## src/rtl/rdseq_pkg.sv

```systemverilog
package rdseq_pkg;

    localparam int KEY_W      = 16;
    localparam int PREFIX_LEN = 5;

    localparam logic [KEY_W-1:0] KEY_FINAL_STORE  = 16'h8FC0;
    localparam logic [KEY_W-1:0] KEY_FINAL_AUTOEN = 16'h4B46;

    typedef enum logic [1:0] {
        CMD_NONE   = 2'b00,
        CMD_STORE  = 2'b01,
        CMD_AUTOEN = 2'b10
    } cmd_e;

    // Values 0..5 equal the count of prefix addresses matched so far.
    typedef enum logic [2:0] {
        S_IDLE      = 3'd0,
        S_GOT1      = 3'd1,
        S_GOT2      = 3'd2,
        S_GOT3      = 3'd3,
        S_GOT4      = 3'd4,
        S_GOT5      = 3'd5,
        S_PROC      = 3'd6,
        S_WAIT_DONE = 3'd7
    } state_e;

    function automatic logic [KEY_W-1:0] prefix_key(input int idx);
        logic [KEY_W-1:0] k;
        case (idx)
            0:       k = 16'h4E38;
            1:       k = 16'hB1C7;
            2:       k = 16'h83E0;
            3:       k = 16'h7C1F;
            4:       k = 16'h703F;
            default: k = '0;
        endcase
        return k;
    endfunction

endpackage

```

## src/rtl/rdseq_key_match.sv

```systemverilog
module rdseq_key_match
    import rdseq_pkg::*;
(
    input  logic [KEY_W-1:0] key_in,
    input  logic [2:0]       pos,
    output logic             hit_pos,
    output logic             hit_head,
    output logic             hit_store,
    output logic             hit_autoen
);

    logic [7:0] hit_vec;

    // One comparator per prefix step; unused slots stay at 0.
    generate
        for (genvar i = 0; i < 8; i++) begin : g_cmp
            if (i < PREFIX_LEN) begin : g_real
                assign hit_vec[i] = (key_in == prefix_key(i));
            end else begin : g_pad
                assign hit_vec[i] = 1'b0;
            end
        end
    endgenerate

    assign hit_pos    = hit_vec[pos];
    assign hit_head   = hit_vec[0];
    assign hit_store  = (key_in == KEY_FINAL_STORE);
    assign hit_autoen = (key_in == KEY_FINAL_AUTOEN);

    always_comb begin
        assert_keys_exclusive_R7: assert ($countones({hit_head, hit_store, hit_autoen}) <= 1)
            else $error("final and head keys overlap");
    end

endmodule

```

## src/rtl/rdseq_hold_timer.sv

```systemverilog
module rdseq_hold_timer #(
    parameter int CYCLES = 10000
) (
    input  logic clk,
    input  logic rst,
    input  logic start,
    input  logic run,
    output logic expired
);

    localparam int CNT_W = (CYCLES < 2) ? 1 : $clog2(CYCLES);
    localparam logic [CNT_W-1:0] LAST_C = CNT_W'(CYCLES - 1);

    logic [CNT_W-1:0] cnt_q;

    always_ff @(posedge clk) begin
        if (rst) begin
            cnt_q <= '0;
        end else if (start) begin
            cnt_q <= '0;
        end else if (run && (cnt_q != LAST_C)) begin
            cnt_q <= cnt_q + 1'b1;
        end
    end

    assign expired = run && (cnt_q == LAST_C);

    assert_count_bounded_R8: assert property (@(posedge clk) disable iff (rst)
        cnt_q <= LAST_C);

endmodule

```

## src/rtl/rdseq_cmd_detect.sv

```systemverilog
module rdseq_cmd_detect
    import rdseq_pkg::*;
#(
    parameter int ADDR_W      = 19,
    parameter int PROC_CYCLES = 10000
) (
    input  logic              clk,
    input  logic              rst,
    input  logic              cyc_valid,
    input  logic              cyc_write,
    input  logic              cyc_ce_qual,
    input  logic              cyc_oe_qual,
    input  logic [ADDR_W-1:0] cyc_addr,
    input  logic              xfer_done,
    output logic              cmd_strobe,
    output logic [1:0]        cmd_code,
    output logic              busy
);

    localparam int BL_W = $clog2(PROC_CYCLES + 1);
    localparam logic [BL_W-1:0] BL_CAP = BL_W'(PROC_CYCLES);

    state_e state_q, state_d;
    logic   is_read, is_wr;
    logic   hit_pos, hit_head, hit_store, hit_autoen;
    logic   fire_store, fire_autoen, tmr_start, tmr_expired;
    logic   strobe_q;
    cmd_e   code_q;

    generate
        if (ADDR_W > KEY_W) begin : g_hi
            logic unused_hi_bits;
            assign unused_hi_bits = ^cyc_addr[ADDR_W-1:KEY_W];
        end
    endgenerate

    assign is_read = cyc_valid && !cyc_write && (cyc_ce_qual || cyc_oe_qual);
    assign is_wr   = cyc_valid && cyc_write;
    assign busy    = (state_q == S_PROC) || (state_q == S_WAIT_DONE);

    rdseq_key_match u_match (
        .key_in     (cyc_addr[KEY_W-1:0]),
        .pos        (state_q),
        .hit_pos    (hit_pos),
        .hit_head   (hit_head),
        .hit_store  (hit_store),
        .hit_autoen (hit_autoen)
    );

    rdseq_hold_timer #(.CYCLES(PROC_CYCLES)) u_timer (
        .clk     (clk),
        .rst     (rst),
        .start   (tmr_start),
        .run     (state_q == S_PROC),
        .expired (tmr_expired)
    );

    always_comb begin
        state_d     = state_q;
        fire_store  = 1'b0;
        fire_autoen = 1'b0;
        unique case (state_q)
            S_IDLE, S_GOT1, S_GOT2, S_GOT3, S_GOT4: begin
                if (is_wr) begin
                    state_d = S_IDLE;                        // ABORT
                end else if (is_read) begin
                    if (hit_pos)       state_d = state_e'(state_q + 3'd1); // ADVANCE
                    else if (hit_head) state_d = S_GOT1;     // RESTART
                    else               state_d = S_IDLE;
                end
            end
            S_GOT5: begin
                if (is_wr) begin
                    state_d = S_IDLE;
                end else if (is_read) begin
                    if (hit_store) begin                     // FIRE
                        state_d    = S_PROC;
                        fire_store = 1'b1;
                    end else if (hit_autoen) begin
                        state_d     = S_PROC;
                        fire_autoen = 1'b1;
                    end else if (hit_head) begin
                        state_d = S_GOT1;
                    end else begin
                        state_d = S_IDLE;
                    end
                end
            end
            S_PROC: begin
                if (tmr_expired) state_d = xfer_done ? S_IDLE : S_WAIT_DONE; // EXPIRE
            end
            S_WAIT_DONE: begin
                if (xfer_done) state_d = S_IDLE;             // RELEASE
            end
        endcase
    end

    assign tmr_start = fire_store || fire_autoen;

    always_ff @(posedge clk) begin
        if (rst) state_q <= S_IDLE;
        else     state_q <= state_d;
    end

    always_ff @(posedge clk) begin
        if (rst) begin
            strobe_q <= 1'b0;
            code_q   <= CMD_NONE;
        end else begin
            strobe_q <= fire_store || fire_autoen;
            code_q   <= fire_store  ? CMD_STORE  :
                        fire_autoen ? CMD_AUTOEN : CMD_NONE;
        end
    end

    assign cmd_strobe = strobe_q;
    assign cmd_code   = code_q;

    // Length of the current busy stretch, saturating at the interval.
    logic [BL_W-1:0] busy_len_q;
    always_ff @(posedge clk) begin
        if (rst || !busy)           busy_len_q <= '0;
        else if (busy_len_q != BL_CAP) busy_len_q <= busy_len_q + 1'b1;
    end

    assert_reset_quiet_R1: assert property (@(posedge clk)
        rst |=> (!busy && !cmd_strobe && cmd_code == CMD_NONE));

    assert_strobe_single_R2: assert property (@(posedge clk) disable iff (rst)
        cmd_strobe |=> !cmd_strobe);

    assert_write_abort_R6: assert property (@(posedge clk) disable iff (rst)
        (is_wr && !busy) |=> (state_q == S_IDLE));

    assert_busy_with_strobe_R8: assert property (@(posedge clk) disable iff (rst)
        $rose(busy) |-> cmd_strobe);

    assert_busy_min_R8: assert property (@(posedge clk) disable iff (rst)
        $fell(busy) |-> (busy_len_q == BL_CAP));

    assert_ignore_busy_R9: assert property (@(posedge clk) disable iff (rst)
        busy |=> !cmd_strobe);

    assert_code_idle_R10: assert property (@(posedge clk) disable iff (rst)
        !cmd_strobe |-> (cmd_code == CMD_NONE));

endmodule

```

## config.mk

```make
export PLATFORM = sky130hd
export DESIGN_NAME = rdseq_cmd_detect
export DESIGN_NICKNAME = d
export VERILOG_FILES = /design/src/rtl/rdseq_pkg.sv /design/src/rtl/rdseq_key_match.sv /design/src/rtl/rdseq_hold_timer.sv /design/src/rtl/rdseq_cmd_detect.sv
export SDC_FILE = /design/constraint.sdc
export NUM_CORES = 1
export LEC_CHECK = 0
export ABC_AREA = 1
export CORE_MARGIN = 1.5
export CORE_UTILIZATION = 45
export DETAILED_ROUTE_END_ITERATION = 6
export GPL_TIMING_DRIVEN = 0
export PLACE_DENSITY = 0.7
export REMOVE_ABC_BUFFERS = 1
export SYNTH_ARGS = -nofsm -noshare
export SYNTH_HDL_FRONTEND = slang
export SYNTH_HIERARCHICAL = 1
export SYNTH_SLANG_ARGS = --single-unit
```

## constraint.sdc

```tcl
create_clock -name clk -period 3.5 [get_ports clk]
set_input_delay 0.7 -clock clk [delete_from_list [all_inputs] [get_ports clk]]
set_output_delay 0.7 -clock clk [all_outputs]
set_load 0.01 [all_outputs]
```

==> impl_metrics.py <==
metrics = {
    "sta": {
        "final-hold-violation-count": 0,
        "timing.fmax_mhz": 343,
        "max_slew_margin": 0.706,
        "skew_ns": 0.00784,
        "worst_pin_slew_ns": 0.437,
        "setup_viol": 0,
        "tns_ns": 0,
        "grt_setup_unrepaired": "false",
        "slew_viol_final": 0,
        "post-route-min-period_ns": 2.92,
        "period_share": 0.833,
    },
    "floorplan": {
        "die_h_um": 62.9,
        "dieWidth_um": 62.9,
        "io_pins": 30,
        "rows": 21,
        "fp.dieArea_um2": 3950,
        "core_area_um2": 3390,
        "initial_core_util": 0.476,
    },
    "yosys": {
        "yosysSeqAreaShare": 0.248,
        "synth_area_per_cell_um2": 5.82,
        "synth_cell_types": 24,
        "synthesis.area_um2": 1610,
        "ys_ff_latch": 20,
        "synthCells": 277,
        "ys_warn_count": 6,
    },
    "cts": {
        "tritoncts": "yes",
        "post_cts_resized": 0,
        "clk_latency_ns": 0.30,
        "cts.root.buffer_cell": "clkbuf_4",
        "clkTransAtPathRegs_ns": 0.11,
        "numCtsBuffers": 3,
        "h-tree-depth": 1,
        "clk_path_buf_depth": 2,
        "postCtsSetupBuffers": 0,
        "clock-sinks": 20,
        "ctsHoldBuffers": 0,
    },
    "setup_path": {
        "cp-end-kind": "register",
        "crit_path_max_incr_delay_ns": 0.44,
        "cp-start-kind": "primary input",
        "required_ns": 3.73,
        "arrival_ns": 3.15,
        "critPathMostFrequentCell": "inv_1",
        "path_cells": "clkdlybuf4s50_1 -> nor2_1 -> nand2_1 -> nor2_1 -> inv_1 -> nor4_1 -> inv_1 -> nand4_1 -> nand2_1 -> or2_2 -> inv_1 -> o21ai_0 -> a21oi_1",
        "worstPathMaxFanout": 11,
        "crit_type": "in -> reg",
        "rr_worst_depth": 10,
        "critical-path-slowest-cell": "clkdlybuf4s50_1",
    },
    "placement": {
        "hpwl_mm": 2.81,
        "numPortBuffers": 26,
        "place.gp.congestion": 0.873,
    },
    "routing": {
        "routedWlPerCell_um": 9.67,
        "num_vias": 1657,
        "drt-initial-drc-count": 133,
        "drt-total-wl_mm": 3.39,
        "first_pass_iters": 5,
        "remaining_drc_errors": 0,
        "viasPerCell": 4.72,
        "postRouteAntennaNets": 0,
    },
    "global_route": {
        "gr-total-overflow": 0,
        "grt_max_degree": 14,
        "track_usage": 0.190,
        "grt_pass1_vias": 1526,
        "grt_pass1_wl_mm": 6.22,
        "antenna_found_initial": 0,
    },
    "pwr": {
        "p_switching_mw": 0.120,
        "ir_drop_uv": 142,
        "total_power_mw": 0.455,
        "power_leakage_nw": 0.896,
        "power_frac_seq": 0.521,
        "swShare": 0.264,
        "p_clk_frac": 0.294,
        "powerDensity_nw_per_um2": 233,
        "p_int_mw": 0.335,
        "power_frac_comb": 0.185,
    },
    "min_path": {
        "min_path_type": "reg -> reg",
        "hold_depth": 2,
    },
    "cells_and_area": {
        "fillers": 350,
        "area_delta_synth_final_pct": 21.0,
        "final_nets": 338,
        "antenna_cells": 0,
        "drive_above_1_share": 0.102,
    },
    "run": {
        "cap_violations": 0,
    },
    "outcome": {
        "status": "completed",
    },
}
-- critical path, delay by kind of cell --
family | cells | cell delay, ns
simple gates | 7 | 1.31
buf+inv | 4 | 0.86
compound gates | 2 | 0.28
-- path summary, 6_finish.rpt --
kind                             startpoint                        endpoint  slack [ns]
max                             cyc_addr[1]   u_timer/cnt_q[7]$_SDFFE_PP0P_        0.58
max reg2reg         state_q[1]$_SDFFE_PP0P_   u_timer/cnt_q[7]$_SDFFE_PP0P_        1.42
min          u_timer/cnt_q[11]$_SDFFE_PP0P_  u_timer/cnt_q[11]$_SDFFE_PP0P_        0.49
min reg2reg  u_timer/cnt_q[11]$_SDFFE_PP0P_  u_timer/cnt_q[11]$_SDFFE_PP0P_        0.49
-- area by class of cell --
cell class	instances	area, µm²	area share
Multi-Input combinational cell	202	998	0.512
Inverter	53	199	0.102
Clock buffer	4	36.3	0.0186
Sequential cell	20	400	0.205
Tap cell	46	57.6	0.0295
Timing Repair Buffer	26	260	0.133
-- Yosys cell counts --
library cell | count | area share
nor3_1 | 2 | 0.0062
nand4_1 | 9 | 0.035
xor2_1 | 2 | 0.011
o21ai_1 | 1 | 0.0031
nor3_4 | 2 | 0.020
or2_2 | 1 | 0.0039
a21oi_1 | 10 | 0.031
buf_6 | 1 | 0.0070
nand3_2 | 1 | 0.0062
or2_4 | 1 | 0.0054
nor2_1 | 47 | 0.11
clkbuf_1 | 1 | 0.0023
nand3_1 | 21 | 0.065
inv_2 | 4 | 0.0093
a21oi_2 | 1 | 0.0054
ha_1 | 6 | 0.047
nand2_2 | 8 | 0.031
nor4_1 | 4 | 0.016
inv_1 | 49 | 0.11
nand3b_1 | 2 | 0.0093
nor2_2 | 9 | 0.035
dfxtp_1 | 20 | 0.25
nand2_1 | 68 | 0.16
o21ai_0 | 7 | 0.022
-- layout by cell type (no fill, tap or decap), types with 8 or more instances in the layout --
cell type / n
nand2_2: 8
dfxtp_1: 20
a21oi_1: 10
nor2_2: 9
nand2_1: 68
nor2_1: 47
nand3_1: 21
clkdlybuf4s50_1: 26
inv_1: 49
nand4_1: 9
-- logic make-up after synthesis --
family | Yosys count | synth area share
buffers and inverters | 55 | 0.133
AND/OR/NAND/NOR | 175 | 0.500
adder cells (fa/ha/maj) | 6 | 0.0465
XOR/XNOR | 2 | 0.0109
AO/OA/AOI/OAI | 19 | 0.0613
flip-flops | 20 | 0.248
-- metrics by stage --
step           worst slack [ns]  cell area, µm²   util  cells  hold WS (ns)
3_3_place_gp              0.257            1920  0.565    347         0.471
4_1_cts                   0.582            1950  0.576    351         0.489
2_1_floorplan              1.12            1600      -    275         0.448
6_report                  0.585            1950  0.576    351         0.489
3_5_place_dp              0.277            1920  0.565    347         0.471
5_1_grt                   0.153            1950  0.576    351         0.515
-- power groups by stage --
stage	registers, mW	clock network, mW	logic (mW)
2_1_floorplan	0.240	0	0.0443
3_3_place_gp	0.242	0	0.0830
3_5_place_dp	0.242	0	0.0842
4_1_cts	0.237	0.138	0.0846
5_1_grt	0.238	0.147	0.0969
6_report	0.237	0.134	0.0841
-- routing by layer --
metal  wire length, µm  GRT usage  vias up
met1              1600      0.244      702
met4                17     0.0333        0
met2              1610      0.338       33
met5                 0          0        -
met3               169     0.0270        2
li1                  -          -      920
-- flip-flops by register name, indices dropped and copies added, names as in the netlist --
register / cells
cmd_code: 2
state_q: 3
cmd_strobe: 1
u_timer/cnt_q: 14
Note: power is estimated with default switching activity, not from simulation.
